<file path="config.mk">
export PLATFORM = sky130hd
export DESIGN_NAME = hs_adder
export DESIGN_NICKNAME = d
export VERILOG_FILES = /design/src/rtl/hs_adder_pkg.sv /design/src/rtl/hs_adder_join.sv /design/src/rtl/hs_adder_outbuf.sv /design/src/rtl/hs_adder.sv
export SDC_FILE = /design/constraint.sdc
export NUM_CORES = 1
export LEC_CHECK = 0
export BUFFER_PORTS_ARGS = -buffer_cell sky130_fd_sc_hd__buf_2
export CORE_AREA = 2 2 39 41
export CTS_CLUSTER_DIAMETER = 200
export DETAILED_ROUTE_END_ITERATION = 7
export DIE_AREA = 0 0 41 43
export PLACE_DENSITY_LB_ADDON = 0.08
export SETUP_SLACK_MARGIN = 0.3
export SYNTH_ARGS = -nofsm -noshare
export SYNTH_HDL_FRONTEND = slang
export SYNTH_SLANG_ARGS = --single-unit
</file>
<file path="constraint.sdc">
create_clock -name clk -period 1.6 [get_ports clk]
set_input_delay 0.16 -clock clk [delete_from_list [all_inputs] [get_ports clk]]
set_output_delay 0.16 -clock clk [all_outputs]
set_load 0.02 [all_outputs]
</file>
<file path="src/rtl/hs_adder_pkg.sv">
package hs_adder_pkg;

  typedef enum logic [1:0] {
    BUF_PIPE  = 2'd0,
    BUF_HALF  = 2'd1,
    BUF_STALL = 2'd2,
    BUF_FIFO2 = 2'd3
  } buf_kind_e;

  // Number of results a buffer kind can hold at once
  function automatic int unsigned buf_capacity(buf_kind_e kind);
    return (kind == BUF_FIFO2) ? 2 : 1;
  endfunction

endpackage

</file>
<file path="src/rtl/hs_adder_join.sv">
module hs_adder_join #(
  parameter int W = 4
) (
  input  logic         a_valid,
  input  logic [W-1:0] a_data,
  output logic         a_ready,
  input  logic         b_valid,
  input  logic [W-1:0] b_data,
  output logic         b_ready,
  output logic         up_valid,
  output logic [W:0]   up_sum,
  input  logic         up_ready
);

  logic both_here;

  // A pair exists only when both channels offer an operand
  assign both_here = a_valid & b_valid;
  assign up_valid  = both_here;

  // Both operands are consumed together, never one alone
  assign a_ready = both_here & up_ready;
  assign b_ready = both_here & up_ready;

  // Zero-extended add keeps the carry in the top bit
  assign up_sum = {1'b0, a_data} + {1'b0, b_data};

endmodule

</file>
<file path="src/rtl/hs_adder_outbuf.sv">
module hs_adder_outbuf
  import hs_adder_pkg::*;
#(
  parameter int        DW   = 5,
  parameter buf_kind_e KIND = BUF_PIPE
) (
  input  logic          clk,
  input  logic          rst,
  input  logic          up_valid,
  input  logic [DW-1:0] up_data,
  output logic          up_ready,
  output logic          down_valid,
  output logic [DW-1:0] down_data,
  input  logic          down_ready
);

  generate
    if (KIND == BUF_PIPE) begin : g_pipe
      logic          full_q;
      logic [DW-1:0] data_q;

      // Refill in the same cycle the held item leaves
      assign up_ready   = ~full_q | down_ready;
      assign down_valid = full_q;
      assign down_data  = data_q;

      always_ff @(posedge clk) begin
        if (rst) begin
          full_q <= 1'b0;
        end else if (up_ready) begin
          full_q <= up_valid;
        end
      end

      always_ff @(posedge clk) begin
        if (up_ready && up_valid) begin
          data_q <= up_data;
        end
      end

    end else if (KIND == BUF_HALF) begin : g_half
      logic          full_q;
      logic [DW-1:0] data_q;

      // Ready comes straight from a flop: accept only when empty
      assign up_ready   = ~full_q;
      assign down_valid = full_q;
      assign down_data  = data_q;

      always_ff @(posedge clk) begin
        if (rst) begin
          full_q <= 1'b0;
        end else if (full_q) begin
          if (down_ready) begin
            full_q <= 1'b0;
          end
        end else if (up_valid) begin
          full_q <= 1'b1;
        end
      end

      always_ff @(posedge clk) begin
        if (!full_q && up_valid) begin
          data_q <= up_data;
        end
      end

    end else if (KIND == BUF_STALL) begin : g_stall
      logic          full_q;
      logic [DW-1:0] data_q;

      // Whole register moves only when the consumer is ready
      assign up_ready   = down_ready;
      assign down_valid = full_q;
      assign down_data  = data_q;

      always_ff @(posedge clk) begin
        if (rst) begin
          full_q <= 1'b0;
        end else if (down_ready) begin
          full_q <= up_valid;
        end
      end

      always_ff @(posedge clk) begin
        if (down_ready && up_valid) begin
          data_q <= up_data;
        end
      end

    end else begin : g_fifo2
      localparam int DEPTH = 2;
      localparam int PW    = $clog2(DEPTH);
      localparam int CW    = $clog2(DEPTH + 1);

      logic [DW-1:0] slot_q [DEPTH];
      logic [PW-1:0] wr_q;
      logic [PW-1:0] rd_q;
      logic [CW-1:0] cnt_q;
      logic          push;
      logic          pop;

      assign up_ready   = (cnt_q != CW'(DEPTH));
      assign down_valid = (cnt_q != '0);
      assign down_data  = slot_q[rd_q];
      assign push       = up_valid & up_ready;
      assign pop        = down_valid & down_ready;

      always_ff @(posedge clk) begin
        if (rst) begin
          wr_q  <= '0;
          rd_q  <= '0;
          cnt_q <= '0;
        end else begin
          if (push) begin
            wr_q <= wr_q + 1'b1;
          end
          if (pop) begin
            rd_q <= rd_q + 1'b1;
          end
          if (push && !pop) begin
            cnt_q <= cnt_q + 1'b1;
          end else if (pop && !push) begin
            cnt_q <= cnt_q - 1'b1;
          end
        end
      end

      always_ff @(posedge clk) begin
        if (push) begin
          slot_q[wr_q] <= up_data;
        end
      end
    end
  endgenerate

endmodule

</file>
<file path="src/rtl/hs_adder.sv">
module hs_adder
  import hs_adder_pkg::*;
#(
  parameter int        W    = 4,
  parameter buf_kind_e KIND = BUF_PIPE
) (
  input  logic         clk,
  input  logic         rst,
  input  logic         opa_valid,
  output logic         opa_ready,
  input  logic [W-1:0] opa_data,
  input  logic         opb_valid,
  output logic         opb_ready,
  input  logic [W-1:0] opb_data,
  output logic         res_valid,
  input  logic         res_ready,
  output logic [W:0]   res_data
);

  localparam int DW  = W + 1;
  localparam int CAP = buf_capacity(KIND);

  logic          pair_valid;
  logic          pair_ready;
  logic [DW-1:0] pair_sum;

  hs_adder_join #(
    .W(W)
  ) u_join (
    .a_valid (opa_valid),
    .a_data  (opa_data),
    .a_ready (opa_ready),
    .b_valid (opb_valid),
    .b_data  (opb_data),
    .b_ready (opb_ready),
    .up_valid(pair_valid),
    .up_sum  (pair_sum),
    .up_ready(pair_ready)
  );

  hs_adder_outbuf #(
    .DW  (DW),
    .KIND(KIND)
  ) u_obuf (
    .clk       (clk),
    .rst       (rst),
    .up_valid  (pair_valid),
    .up_data   (pair_sum),
    .up_ready  (pair_ready),
    .down_valid(res_valid),
    .down_data (res_data),
    .down_ready(res_ready)
  );

endmodule

</file>
==> results.yml <==
timing:
  setup_slack_ns: 0.4150
  slew_headroom_pct: 89.96
  rsz0062_at_grt: "false"
  drv_slew: 0
  hold_viol: 0
  fin_crit_sh_pct: 74.06
  tightest_slew_ns: 0.1490
  finalSetupTns_ns: 0
  skew_ns: 0.002829
  fmax_ghz: 0.8439
  setup_violations: 0
  post-route-min-period_ns: 1.185
logic_synthesis:
  synth.distinct_cells: 14
  yosysMostFrequentCell: "edfxtp_1"
  synth_area_leaders: "edfxtp_1 45%, ha_1 15%, dfxtp_1 6.0%"
  synth_fp_nets: 45
  synth_edf_count: 5
  syn_area_sq_um: 335.3
  syn_inst: 27
  ys.flop_type: "edfxtp_1"
  yosysSeqAreaShare_pct: 50.75
  syn_area_per_cell_sq_um: 12.42
  synth_seq_cells: 6
  synth-async-reset-ratio_pct: 0
  yosysTopAreaCellShare_pct: 44.78
  synth_top_area_cell: "edfxtp_1"
  yosys_warnings: 0
  yosys-top-cells-count: "5 x edfxtp_1, 4 x ha_1, 4 x inv_1"
grt:
  grt_pass1_wl_um: 890
  track_usage_pct: 8.215
  first_global_vias: 250
  overflow: 0
  grt_max_degree: 8
  antenna_found_initial: 0
  busiest_layer: "met2"
  met2_usage_pct: 10.94
  use_met3_pct: 3.665
  use_met1_pct: 7.973
clock_network:
  clkSinkCount: 6
  cts_tree: "done"
  insertion_delay_ns: 0.24
  h-tree-depth: 1
  cts-buffers-inserted: 3
  root_buffer: "clkbuf_4"
  clock_path_buffers: 2
  cts.clk_slew.worst_paths_ns: 0.04
die:
  die_w_um: 41
  ios: 21
  initial_core_util_pct: 24.23
  std_cell_rows: 14
  die_h_um: 43
  core_area_sq_mm: 0.001384
  die_area_sq_mm: 0.001763
drt:
  final_antenna_net_count: 0
  wire_per_inst_um: 8.229
  drc_errors: 0
  drt_first_iter_violations: 0
  vias_per_cell: 3.843
  dr.pass1.iters: 1
  vias: 269
  wl_um: 576
place:
  numPortBuffers: 20
  post-place-ws_ns: 0.3506
  placed_cell_area_sq_um: 450.4
  place_hpwl_um: 474.1
  gp_congestion: 0.5721
finish:
  nNetsFinal: 73
  layout-drive-gt1-share_pct: 53.70
  stdcell_area_sq_um: 511.7
  diodes: 0
  seq_area_sq_um: 170.2
  nFillCells: 152
  multi_input_area_sq_um: 150.1
  area_growth_pct: 52.61
critical_path:
  max_stage_delay_ns: 0.30
  worst_ep_arrival_time_ns: 1.02
  worstPathMaxFanout: 6
  cp_cell_sequence: "nand2b_1 > nor2b_4 > buf_2"
  cp-end-kind: "primary output"
  startpoint_type: "flip-flop"
  critical_path.slowest_cell: "dfxtp_1"
  critPathKind: "reg2out"
  cp.required_ns: 1.44
worst_hold_path:
  min_path_type: "in2reg"
power_and_ir_drop:
  ir_worst_vdd_uv: 235.6
  p_leak_uw: 0.0002665
  power_density_mw_per_mm2: 838.3
  power_uw: 429.0
run_status:
  outcome: "finished clean"
job:
  cap_violations: 0
-- worst paths after layout --
kind,end,cells after the start,slack [ns],startpoint
min reg2reg,u_obuf.down_valid$_SDFFE_PP0P_,2,0.51,u_obuf.down_valid$_SDFFE_PP0P_
min,u_obuf.down_valid$_SDFFE_PP0P_,2,0.08,rst
max reg2reg,u_obuf.down_data[2]$_DFFE_PP_,3,0.59,u_obuf.down_valid$_SDFFE_PP0P_
max,opb_ready,3,0.42,u_obuf.down_valid$_SDFFE_PP0P_
-- per-stage QoR --
stage	hold slack, ns	util, %	std cells
after floorplan	0.2291	-	27
after global placement	0.3152	32.55	62
after detailed placement	0.3266	32.55	62
after CTS	0.07286	34.81	66
after global routing	0.09217	36.98	70
final	0.07687	36.98	70
-- kinds of logic after synthesis --
family / share of synthesized area [%]
flops: 50.75
buf+inv: 6.716
fa+ha+maj: 20.90
simple gates: 8.580
compound gates: 7.834
xor+xnor: 5.225
-- final cells by class --
type                       count  share of cell area (%)
multi-input combinational     16                   29.34
timing repair buffer          24                   25.43
sequential                     6                   33.25
clock buffer                   4                   5.134
inverter                       4                   2.934
tap                           16                   3.912
-- critical path: cells and delay by family (launching register included) --
kind / cells / cell delay (ns)
flip-flops: 1 / 0.30
AND/OR/NAND/NOR: 2 / 0.30
buffers and inverters: 1 / 0.19
-- placed cells by master, fill, tap and decap left out, drive strengths merged --
cell / Yosys / layout
nand2: 1 / 1
edfxtp: 5 / 5
inv: 4 / 4
xnor2: 2 / 2
a21o: 1 / 1
ha: 4 / 4
a21oi: 2 / 2
nor2b: 2 / 2
buf: 1 / 24
nand2b: 2 / 2
o21ai: 1 / 1
clkbuf: 0 / 4
fa: 1 / 1
dfxtp: 1 / 1
-- flip-flops by register name (all words and copies together), names as in the netlist --
signal / flops
u_obuf.down_data: 5
u_obuf.down_valid: 1
-- metal layers --
layer	part of all wire (%)	up-vias
met5	0	-
met4	0	0
met3	11	0
met2	50	14
met1	39	112
li1	-	143
-- timing repair --
action,4_1_cts,5_1_grt
hold buffers,0,0
endpoints found under the hold margin,0,0
setup endpoints to repair,2,2
setup buffers,0,4
gates resized for setup,1,0
-- power by group --
| part | total [uW] | switching (uW) | leakage, uW | internal (uW) |
|---|---|---|---|---|
| clock network | 145 | 51.0 | 0.0000150 | 94.2 |
| registers | 187 | 2.26 | 0.0000551 | 185 |
| logic | 96.4 | 48.6 | 0.000196 | 47.8 |
| total | 429 | 102 | 0.000266 | 327 |
No activity file was read; power rests on OpenSTA's default activity.
